File: config.mk
export PLATFORM = sky130hd
export DESIGN_NAME = wbm_cmd_merge
export DESIGN_NICKNAME = d
export VERILOG_FILES = /design/src/rtl/wbm_pkg.sv /design/src/rtl/wbm_slot.sv /design/src/rtl/wbm_pick.sv /design/src/rtl/wbm_cmd_merge.sv
export SDC_FILE = /design/constraint.sdc
export NUM_CORES = 1
export LEC_CHECK = 0
export BUFFER_PORTS_ARGS = -buffer_cell sky130_fd_sc_hd__buf_2
export CAP_MARGIN = 20
export CORE_MARGIN = 5
export CORE_UTILIZATION = 48
export CTS_CLUSTER_DIAMETER = 40
export DETAILED_ROUTE_END_ITERATION = 16
export PLACE_DENSITY = 0.9
export SLEW_MARGIN = 0
export SYNTH_ARGS = -nofsm -noshare
export SYNTH_HDL_FRONTEND = slang
export SYNTH_SLANG_ARGS = --single-unit
File: constraint.sdc
create_clock -name clk -period 1.9 [get_ports clk]
set_clock_uncertainty 0.05 [all_clocks]
set_input_delay 0.285 -clock clk [delete_from_list [all_inputs] [get_ports clk]]
set_output_delay 0.285 -clock clk [all_outputs]
set_load 0.02 [all_outputs]
File: src/rtl/wbm_pkg.sv
package wbm_pkg;
    localparam int ADDR_W = 32;
    localparam int DATA_W = 32;
    localparam int SEL_W  = DATA_W / 8;
    localparam int EXT_W  = 8;
    localparam int WADR_W = ADDR_W - 2;
    localparam int TAKE_W = 3;
    localparam int SLOT_I = 0;
    localparam int SLOT_D = 1;

    typedef struct packed {
        logic              vld;
        logic              we;
        logic [SEL_W-1:0]  sel;
        logic [ADDR_W-1:0] addr;
        logic [DATA_W-1:0] wdat;
        logic [EXT_W-1:0]  ext;
    } cmd_t;

    localparam int CMD_W = $bits(cmd_t);

    function automatic cmd_t pack_instr(input logic [WADR_W-1:0] wadr,
                                        input logic [EXT_W-1:0]  ext);
        cmd_t c;
        c      = '0;
        c.vld  = 1'b1;
        c.addr = {wadr, 2'b00};
        c.ext  = ext;
        return c;
    endfunction

    function automatic cmd_t pack_data(input logic              we,
                                       input logic [SEL_W-1:0]  sel,
                                       input logic [ADDR_W-1:0] addr,
                                       input logic [DATA_W-1:0] wdat,
                                       input logic [EXT_W-1:0]  ext);
        cmd_t c;
        c.vld  = 1'b1;
        c.we   = we;
        c.sel  = sel;
        c.addr = addr;
        c.wdat = wdat;
        c.ext  = ext;
        return c;
    endfunction
endpackage

File: src/rtl/wbm_slot.sv
module wbm_slot
    import wbm_pkg::*;
(
    input  logic clk,
    input  logic rst,
    input  logic req,
    input  cmd_t word_in,
    input  logic take,
    output cmd_t word_q
);
    logic req_q;
    logic capture;

    assign capture = req && !req_q && !word_q.vld;

    always_ff @(posedge clk) begin
        if (rst) begin
            req_q  <= 1'b0;
            word_q <= '0;
        end else begin
            req_q <= req;
            if (capture) begin
                word_q <= word_in;
            end else if (take) begin
                word_q <= '0;
            end
        end
    end


    full_slot_holds_chk: assert property (@(posedge clk) disable iff (rst)
        word_q.vld && !take |=> $stable(word_q));


    take_empties_chk: assert property (@(posedge clk) disable iff (rst)
        word_q.vld && take |=> !word_q.vld);


    fill_needs_req_chk: assert property (@(posedge clk) disable iff (rst)
        $rose(word_q.vld) |-> $past(req));
endmodule

File: src/rtl/wbm_pick.sv
module wbm_pick (
    input  logic clk,
    input  logic rst,
    input  logic i_vld,
    input  logic d_vld,
    input  logic i_take,
    input  logic d_take,
    output logic pick_d
);
    logic hold_q;
    logic hold_d_q;
    logic chosen_vld;
    logic chosen_take;

    assign pick_d      = hold_q ? hold_d_q : d_vld;
    assign chosen_vld  = pick_d ? d_vld  : i_vld;
    assign chosen_take = pick_d ? d_take : i_take;

    always_ff @(posedge clk) begin
        if (rst) begin
            hold_q   <= 1'b0;
            hold_d_q <= 1'b0;
        end else begin
            hold_q   <= chosen_vld && !chosen_take;
            hold_d_q <= pick_d;
        end
    end


    choice_sticks_chk: assert property (@(posedge clk) disable iff (rst)
        chosen_vld && !chosen_take |=> $stable(pick_d));


    lone_data_wins_chk: assert property (@(posedge clk) disable iff (rst)
        d_vld && !i_vld |-> pick_d);
endmodule

File: src/rtl/wbm_cmd_merge.sv
module wbm_cmd_merge
    import wbm_pkg::*;
#(
    parameter bit DUAL_IN  = 1'b1,
    parameter bit DUAL_OUT = 1'b0
) (
    input  logic              clk,
    input  logic              rst,
    input  logic              i_cyc,
    input  logic              i_stb,
    input  logic [WADR_W-1:0] i_adr,
    input  logic              d_cyc,
    input  logic              d_stb,
    input  logic              d_we,
    input  logic [SEL_W-1:0]  d_sel,
    input  logic [ADDR_W-1:0] d_adr,
    input  logic [DATA_W-1:0] d_wdat,
    input  logic [EXT_W-1:0]  ext_cmd,
    input  logic [TAKE_W-1:0] taken,
    output logic [CMD_W-1:0]  out0,
    output logic [CMD_W-1:0]  out1,
    output logic              out0_is_data
);
    cmd_t i_q;
    cmd_t d_q;
    cmd_t d_word;

    assign d_word = pack_data(d_we, d_sel, d_adr, d_wdat, ext_cmd);

    wbm_slot u_dslot (
        .clk    (clk),
        .rst    (rst),
        .req    (d_cyc && d_stb),
        .word_in(d_word),
        .take   (taken[SLOT_D]),
        .word_q (d_q)
    );

    generate
        if (DUAL_IN) begin : g_islot
            cmd_t i_word;
            assign i_word = pack_instr(i_adr, ext_cmd);
            wbm_slot u_islot (
                .clk    (clk),
                .rst    (rst),
                .req    (i_cyc && i_stb),
                .word_in(i_word),
                .take   (taken[SLOT_I]),
                .word_q (i_q)
            );
        end else begin : g_noislot
            assign i_q = '0;
        end

        if (DUAL_IN && DUAL_OUT) begin : g_split
            assign out0         = i_q;
            assign out1         = d_q;
            assign out0_is_data = 1'b0;
        end else if (DUAL_IN) begin : g_merge
            logic pick_d;
            wbm_pick u_pick (
                .clk   (clk),
                .rst   (rst),
                .i_vld (i_q.vld),
                .d_vld (d_q.vld),
                .i_take(taken[SLOT_I]),
                .d_take(taken[SLOT_D]),
                .pick_d(pick_d)
            );
            assign out0         = pick_d ? d_q : i_q;
            assign out1         = '0;
            assign out0_is_data = pick_d;


            merge_shows_pending_chk: assert property (@(posedge clk) disable iff (rst)
                (i_q.vld || d_q.vld) |-> out0[CMD_W-1]);
        end else if (DUAL_OUT) begin : g_data_split
            assign out0         = '0;
            assign out1         = d_q;
            assign out0_is_data = 1'b0;
        end else begin : g_data_only
            assign out0         = d_q;
            assign out1         = '0;
            assign out0_is_data = 1'b1;
        end
    endgenerate


    reserved_take_inert_chk: assert property (@(posedge clk) disable iff (rst)
        taken == 3'b100 && d_q.vld |=> d_q.vld);


    reset_empties_chk: assert property (@(posedge clk)
        rst |=> !d_q.vld && !i_q.vld);
endmodule

==> results.yml, run 1 <==
finish:
  nets: 994
  drive_above_1_share: 0.337
  fillCellCount: 1045
  ff_latch_area_mm2: 0.00243
  area_growth_pct: 31.5
  multi_input_area_mm2: 0.00314
timing:
  fin_crit_ps: 2200
  setup_viol: 78
  holdWs_ps: 57.5
  fin_crit_sh: 1.16
  relSlewSlack: 0.591
  setup_ws_ps: -304
  finalHoldViolCount: 0
  max_slew.worst_pin.slew_ps: 613
  grt_setup_unrepaired: "yes"
  slew_viol_final: 0
  fmax_ghz: 0.454
cts:
  clkSinkCount: 121
  clk_pin_slew_worst_paths_ps: 60
  htree_levels: 4
  cts-root-buf: "clkbuf_16"
  cts_buffers: 17
  clk_latency_ps: 410
  cts_tree: "yes"
  clockBufferDepth: 2
  cts_hold_buf: 0
global_routing:
  grt_usage: 0.210
  grt_max_degree: 80
  grt_pass1_wl_um: 24800
  gr-total-overflow: 0
  first_global_vias: 5164
  antenna_found_initial: 1
synth:
  ys_ff_latch: 121
  synth.avg_cell_area_um2: 8.64
  yosys.area.top_type_share: 0.398
  yosys_warnings: 0
  synthTopCellsByArea: "dfxtp_1 40%, nand3b_1 14%, buf_4 10%"
  synthesis.area_mm2: 0.00609
  synth_seq_area_share: 0.398
  synth.distinct_cells: 22
  syn-instance-count: 704
  synth_top_area_cell: "dfxtp_1"
detailed_routing:
  drtAntennaViolNets: 0
  drc: 0
  via_count: 5273
  drtIter0Drc: 318
  wl_per_cell_um: 16.2
  wirelength_um: 17200
  viasPerCell: 4.96
  first_pass_iters: 5
worst_setup_path:
  setup.worst_path.class: "reg -> out"
  critical_path_peak_fanout: 11
  crit_path_max_incr_delay_ps: 360
  crit_path_top_delay_cell: "dfxtp_4"
  crit_buf_inv: 3
  required_ps: 1560
  crit_family: "multiplexers"
  crit_arrival_ps: 1870
  critPathLaunchType: "register"
  r2r_setup_slack_ps: 230
  worst_setup_path_end_kind: "output pin"
  crit_chain: "mux2i_4, buf_4, buf_16, mux2_2, buf_2"
pwr:
  ir_drop_uv: 832
  p_comb_frac: 0.135
  p_int_uw: 5430
  p_switching_uw: 1730
  clockPowerShare: 0.491
  power.leakage_uw: 0.00352
  p_sw_frac: 0.242
  pwr-share-seq: 0.374
  power_per_cell_area_mw_per_mm2: 895
die:
  start_util: 0.486
  num_rows: 41
  core-area_mm2: 0.0125
  die_w_um: 123
  chipHeight_um: 123
  die_area_mm2: 0.0150
  pin_count: 273
placement:
  io_buffers: 193
  dp_hpwl_um: 10300
  dp_slack_ps: 28.5
  gp_congestion: 0.752
flow_run:
  max_cap_viol_count: 0
status:
  violations: "negative setup slack"
  status: "finished with violations"
hold_path:
  hold_path_class: "in -> reg"
[flip-flops by register name, indices dropped and copies added, names as in the netlist]
register and cells:
u_dslot.word_q 78, g_islot.u_islot.word_q 39, g_islot.u_islot.req_q 1, g_merge.u_pick.hold_d_q 1
g_merge.u_pick.hold_q 1, u_dslot.req_q 1
[per-stage QoR]
step	area, um^2	setup TNS [ps]	power [uW]	util	instances
2_1_floorplan	6370	0	3420	-	781
3_3_place_gp	6840	0	3550	0.546	1021
3_5_place_dp	6840	0	3560	0.546	1021
4_1_cts	7720	-17180	7140	0.617	1060
5_1_grt	8000	-20830	7420	0.639	1064
6_report	8000	-14960	7160	0.639	1064
[cell families (layout without fill, tap and decap cells)]
logic type / count (synthesis) / after routing / share of synthesized area
AOI/OAI and AO/OA: 118 / 118 / 0.0970
and+or+nand+nor: 285 / 285 / 0.273
buffers and inverters: 139 / 249 / 0.155
DFF: 121 / 121 / 0.398
muxes: 40 / 40 / 0.0759
other: 1 / 79 / 0.000616
[worst register-to-register path: cells and delay by family (launching register included)]
kind                   cells  cell delay, ps
flip-flops                 1             360
buffers and inverters      2             460
AND/OR/NAND/NOR            1             120
multiplexers               2             580
[power by group through the flow]
stage                     clock network, uW  registers, uW  logic, uW
after global placement                    0           2720        827
after floorplan                           0           2710        711
after global routing                   3700           2690       1030
after CTS                              3570           2680        897
final                                  3510           2680        963
after detailed placement                  0           2730        832
[per-layer routing]
metal,vias to the layer above,track usage,routed length [um]
met3,21,0.0618,1270
met2,224,0.365,8800
met4,0,0.0728,291
met1,2468,0.246,6860
met5,-,0,0
li1,2560,-,-
[what timing repair did]
item	CTS	global route
hold endpoints to repair	0	0
gates resized for setup	30	68
cloned	4	2
endpoints found under the setup margin	78	78
buffers inserted	3	1
[synthesized netlist by cell type (all sizes together)]
library cell / n
nor4: 1
conb: 1
and2b: 12
clkbuf: 28
nor2b: 27
nand2: 118
mux2i: 1
nand2b: 3
nand4bb: 2
a21oi: 118
buf: 110
and4bb: 2
inv: 1
mux2: 39
nand3b: 115
dfxtp: 121
nor2: 5
[worst paths after layout]
| path | startpoint | end | cells after the start |
|---|---|---|---|
| hold reg to reg | u_dslot.word_q[27] | u_dslot.word_q[27] | 2 |
| setup / recovery | g_merge.u_pick.hold_q | out0[71] | 5 |
| setup reg to reg | g_merge.u_pick.hold_q | g_merge.u_pick.hold_q | 5 |
| hold / removal | i_adr[12] | g_islot.u_islot.word_q[54] | 3 |
[cell type report]
class / instances / share of cell area
diodes: 1 / 0.000313
clock buffers: 25 / 0.0644
clock inverters: 7 / 0.0169
inverters: 1 / 0.000469
multi-input cells: 521 / 0.393
flip-flops and latches: 121 / 0.303
well taps: 172 / 0.0269
repair buffers: 216 / 0.195
[placed cells by master, fill, tap and decap left out]
master,synthesis,layout
nor2b_2,0,4
clkinv_2,0,3
diode_2,0,1
nand4bb_4,0,1
and2b_1,12,12
buf_2,14,156
nor2b_4,0,3
mux2i_4,1,1
buf_16,0,2
conb_1,1,78
mux2_2,39,17
nor2b_1,27,20
dfxtp_2,0,1
clkbuf_8,0,6
buf_4,83,21
bufbuf_16,0,2
dfxtp_4,0,1
nand2b_1,3,3
nand3b_1,115,115
mux2_4,0,22
inv_1,1,1
nand4bb_2,0,1
clkbuf_16,0,19
nand2_1,118,118
clkbuf_1,28,2
a21oi_1,118,118
nor2_1,5,5
and4bb_2,1,2
buf_12,0,9
dfxtp_1,121,119
buf_6,8,24
nor4_2,1,1
bufinv_16,0,4
Note: power is estimated with default switching activity, not from simulation.
==> run 2, diff against run 1 <==
SKIP_CTS_REPAIR_TIMING = 1   (was unset)
==> results.yml, run 2 (same netlist as run 1, synthesis figures left out) <==
status:
  status: "finished with violations"
  violations: "negative setup slack"
timing:
  setup_ws_ps: -406
  slew_viol_final: 0
  setup_viol: 78
  grt_setup_unrepaired: "yes"
  fin_crit_ps: 2310
  finalHoldViolCount: 0
  relSlewSlack: 0.591
  fin_crit_sh: 1.21
  max_slew.worst_pin.slew_ps: 613
  fmax_ghz: 0.434
  holdWs_ps: 52.7
  setup_tns_ps: -20910
global_routing:
  grt_max_degree: 80
  antenna_found_initial: 1
  grt_pass1_wl_um: 23900
  gr-total-overflow: 0
  grt_usage: 0.200
  first_global_vias: 5125
cts:
  cts_buffers: 17
  htree_levels: 4
  clk_latency_ps: 410
  cts-root-buf: "clkbuf_16"
  clk_pin_slew_worst_paths_ps: 60
  cts_tree: "yes"
  clockBufferDepth: 2
  clkSinkCount: 121
die:
  start_util: 0.486
  pin_count: 273
  num_rows: 41
  chipHeight_um: 123
  die_w_um: 123
  core-area_mm2: 0.0125
  die_area_mm2: 0.0150
flow_run:
  max_cap_viol_count: 0
worst_setup_path:
  required_ps: 1560
  worst_setup_path_end_kind: "output pin"
  setup.worst_path.class: "reg -> out"
  critical_path_peak_fanout: 6
  crit_arrival_ps: 1970
  critPathLaunchType: "register"
hold_path:
  hold_path_class: "in -> reg"
pwr:
  power.leakage_uw: 0.00352
  p_switching_uw: 1730
  power_per_cell_area_mw_per_mm2: 894
  p_comb_frac: 0.134
  p_int_uw: 5420
  clockPowerShare: 0.491
  p_sw_frac: 0.241
  pwr-share-seq: 0.375
  ir_drop_uv: 839
detailed_routing:
  viasPerCell: 4.98
  first_pass_iters: 5
  drc: 0
  via_count: 5313
  wirelength_um: 17300
  drtIter0Drc: 315
  drtAntennaViolNets: 0
  wl_per_cell_um: 16.3
finish:
  top_regs: "u_dslot.word_q x78, g_islot.u_islot.word_q x39"
  drive_above_1_share: 0.329
  nets: 996
  mostFrequentLayoutCells: "150 x buf_2, 120 x dfxtp_1, 118 x a21oi_1, 118 x nand2_1, 115 x nand3b_1"
  layout.cells.most_common: "buf_2"
  largest_reg_flops: 78
  area_growth_pct: 31.5
  largest-register: "u_dslot.word_q"
placement:
  gp_congestion: 0.752
  io_buffers: 193
  dp_hpwl_um: 10300
[run 2: cell count changes in the layout (fill, tap and decap cells not counted), sizes merged]
cell / before / now
buf: 212 / 216
bufbuf: 2 / 0
[run 2: stage by stage]
step	instances	area [um^2]	utilization	setup slack [ps]	power, uW
after floorplan	781	6370	-	248	3420
after global placement	1021	6840	0.546	48.4	3550
after detailed placement	1021	6840	0.546	28.5	3560
after CTS	1053	7490	0.598	-432	7080
after global routing	1066	8000	0.639	-447	7400
final	1066	8000	0.639	-406	7150
[run 2: worst paths after layout]
kind | end | slack (ps) | cells after the start | start
worst min-delay path | g_islot.u_islot.word_q[54] | 50 | 3 | i_adr[12]
worst max-delay path | out0[71] | -410 | 5 | g_merge.u_pick.hold_q
worst max register to register | g_merge.u_pick.hold_q | 100 | 6 | g_merge.u_pick.hold_q
worst min register to register | u_dslot.word_q[27] | 430 | 2 | u_dslot.word_q[27]
[run 2: power by group through the flow]
| stage | clock network [uW] | logic [uW] | registers [uW] |
|---|---|---|---|
| 3_3_place_gp | 0 | 827 | 2720 |
| 5_1_grt | 3690 | 1030 | 2690 |
| 2_1_floorplan | 0 | 711 | 2710 |
| 6_report | 3510 | 958 | 2680 |
| 3_5_place_dp | 0 | 832 | 2730 |
| 4_1_cts | 3570 | 836 | 2680 |
[run 2: critical path, cell delays in order (launching register included)]
cell and delay, ps:
dfxtp_4 360, mux2i_4 390, buf_6 180, clkbuf_16 170, mux2_4 320, buf_6 130
[run 2: cell type report]
type,instances,area [um^2]
fillers,1040,4520
multi-input cells,521,3130
flip-flops and latches,121,2430
repair buffers,218,1570
clock buffers,25,515
well taps,172,215
clock inverters,7,135
inverters,1,3.75
diodes,1,2.50
[run 2: metal layers]
| layer | up-vias | track usage | routed length, um |
|---|---|---|---|
| met5 | - | 0 | 0 |
| met4 | 0 | 0.0714 | 471 |
| met3 | 35 | 0.0608 | 1330 |
| met2 | 243 | 0.357 | 8800 |
| met1 | 2481 | 0.224 | 6750 |
| li1 | 2554 | - | - |
==> run 3, diff against run 2 <==
PLACE_DENSITY = 0.81   (was 0.9)
==> results.yml, run 3 (same netlist as run 1, synthesis figures left out) <==
status:
  status: "finished with violations"
  violations: "negative setup slack"
global_routing:
  grt_max_degree: 79
  first_global_vias: 4808
  antenna_found_initial: 0
  grt_usage: 0.196
  grt_pass1_wl_um: 23600
  gr-total-overflow: 0
timing:
  max_slew.worst_pin.slew_ps: 630
  setup_ws_ps: -276
  fin_crit_ps: 2180
  grt_setup_unrepaired: "yes"
  finalHoldViolCount: 0
  setup_viol: 76
  fmax_ghz: 0.460
  relSlewSlack: 0.580
  fin_crit_sh: 1.15
  holdWs_ps: 71.9
  slew_viol_final: 0
die:
  core-area_mm2: 0.0125
  die_area_mm2: 0.0150
  die_w_um: 123
  start_util: 0.486
  pin_count: 273
  chipHeight_um: 123
  num_rows: 41
detailed_routing:
  wl_per_cell_um: 15.5
  drtAntennaViolNets: 0
  met3_length_um: 1250
  via_count: 5362
  drc: 0
  wirelength_um: 16700
  first_pass_iters: 5
  wl_met1_um: 7020
  dr_wl_met2_um: 8160
  drtIter0Drc: 343
  dr.max_layer_used: "met4"
  viasPerCell: 4.99
finish:
  antenna_cells: 0
  nets: 1006
  top_regs: "u_dslot.word_q x78, g_islot.u_islot.word_q x39"
  largest-register: "u_dslot.word_q"
  layout.cells.most_common: "buf_2"
  fillCellCount: 1037
  mostFrequentLayoutCells: "152 x buf_2, 120 x dfxtp_1, 118 x a21oi_1, 118 x nand2_1, 115 x nand3b_1"
  largest_reg_flops: 78
  drive_above_1_share: 0.350
  final_util: 0.638
  area_growth_pct: 31.2
worst_setup_path:
  setup.worst_path.class: "reg -> out"
  worst_setup_path_end_kind: "output pin"
  required_ps: 1560
  critPathLaunchType: "register"
  crit_arrival_ps: 1840
  crit_path_start: "g_merge.u_pick.hold_q"
  critical_path_peak_fanout: 12
  rr_startpoint: "g_merge.u_pick.hold_q"
cts:
  clockBufferDepth: 2
  cts_buffers: 17
  cts_tree: "yes"
  cts-root-buf: "clkbuf_16"
  clk_latency_ps: 400
  htree_levels: 4
  clk_pin_slew_worst_paths_ps: 50
  clkSinkCount: 121
hold_path:
  hold_path_class: "in -> reg"
  min_from: "d_wdat[13]"
pwr:
  power_per_cell_area_mw_per_mm2: 848
  ir_drop_uv: 585
  power.leakage_uw: 0.00347
placement:
  dp_hpwl_um: 10400
  gp_congestion: 0.787
  io_buffers: 193
  dp_slack_ps: 38.7
flow_run:
  max_cap_viol_count: 0
==> run 3: changes by cell type in the layout (fill, tap and decap cells not counted), sizes merged <==
cell	before	now
clkbuf	27	28
bufinv	4	2
diode	1	0
clkinv	3	5
buf	216	224
clkinvlp	0	1
==> run 3: layout make-up <==
type / count / area (um^2) / area share
inverter: 1 / 3.75 / 0.000470
tap: 172 / 215 / 0.0270
sequential: 121 / 2430 / 0.304
timing repair buffer: 228 / 1620 / 0.202
clock inverter: 8 / 92.6 / 0.0116
multi-input combinational: 521 / 3140 / 0.393
clock buffer: 24 / 492 / 0.0616
==> run 3: report_power, final <==
| part | internal, uW | leakage, uW | total (uW) | switching [uW] |
|---|---|---|---|---|
| Combinational | 395 | 0.00220 | 960 | 566 |
| Clock | 2060 | 0.000290 | 3130 | 1070 |
| Sequential | 2630 | 0.000985 | 2680 | 47.7 |
==> run 3: critical path: stages, from the launching register on <==
cell and delay, ps:
dfxtp_4 360, mux2i_4 240, buf_12 170, clkbuf_16 180, mux2_2 340, buf_2 160
==> run 3: final timing paths <==
path | slack, ps | endpoint | cells past startpoint
setup / recovery | -280 | out0[54] | 5
hold / removal | 70 | u_dslot.word_q[21] | 3
setup reg to reg | 160 | g_merge.u_pick.hold_q | 7
hold reg to reg | 430 | u_dslot.word_q[30] | 2
==> run 3: per-stage QoR <==
stage / area [um^2] / setup TNS, ps / power, uW / std cells
after floorplan: 6370 / 0 / 3420 / 781
final: 7980 / -15110 / 6770 / 1075
after detailed placement: 6870 / 0 / 3570 / 1028
after CTS: 7450 / -20230 / 6700 / 1060
after global routing: 7980 / -19630 / 7030 / 1075
after global placement: 6870 / 0 / 3560 / 1028
==> run 3: layer usage <==
layer	vias up	global-route usage
met5	-	0
li1	2578	-
met2	207	0.322
met3	21	0.0535
met1	2556	0.246
met4	0	0.0770
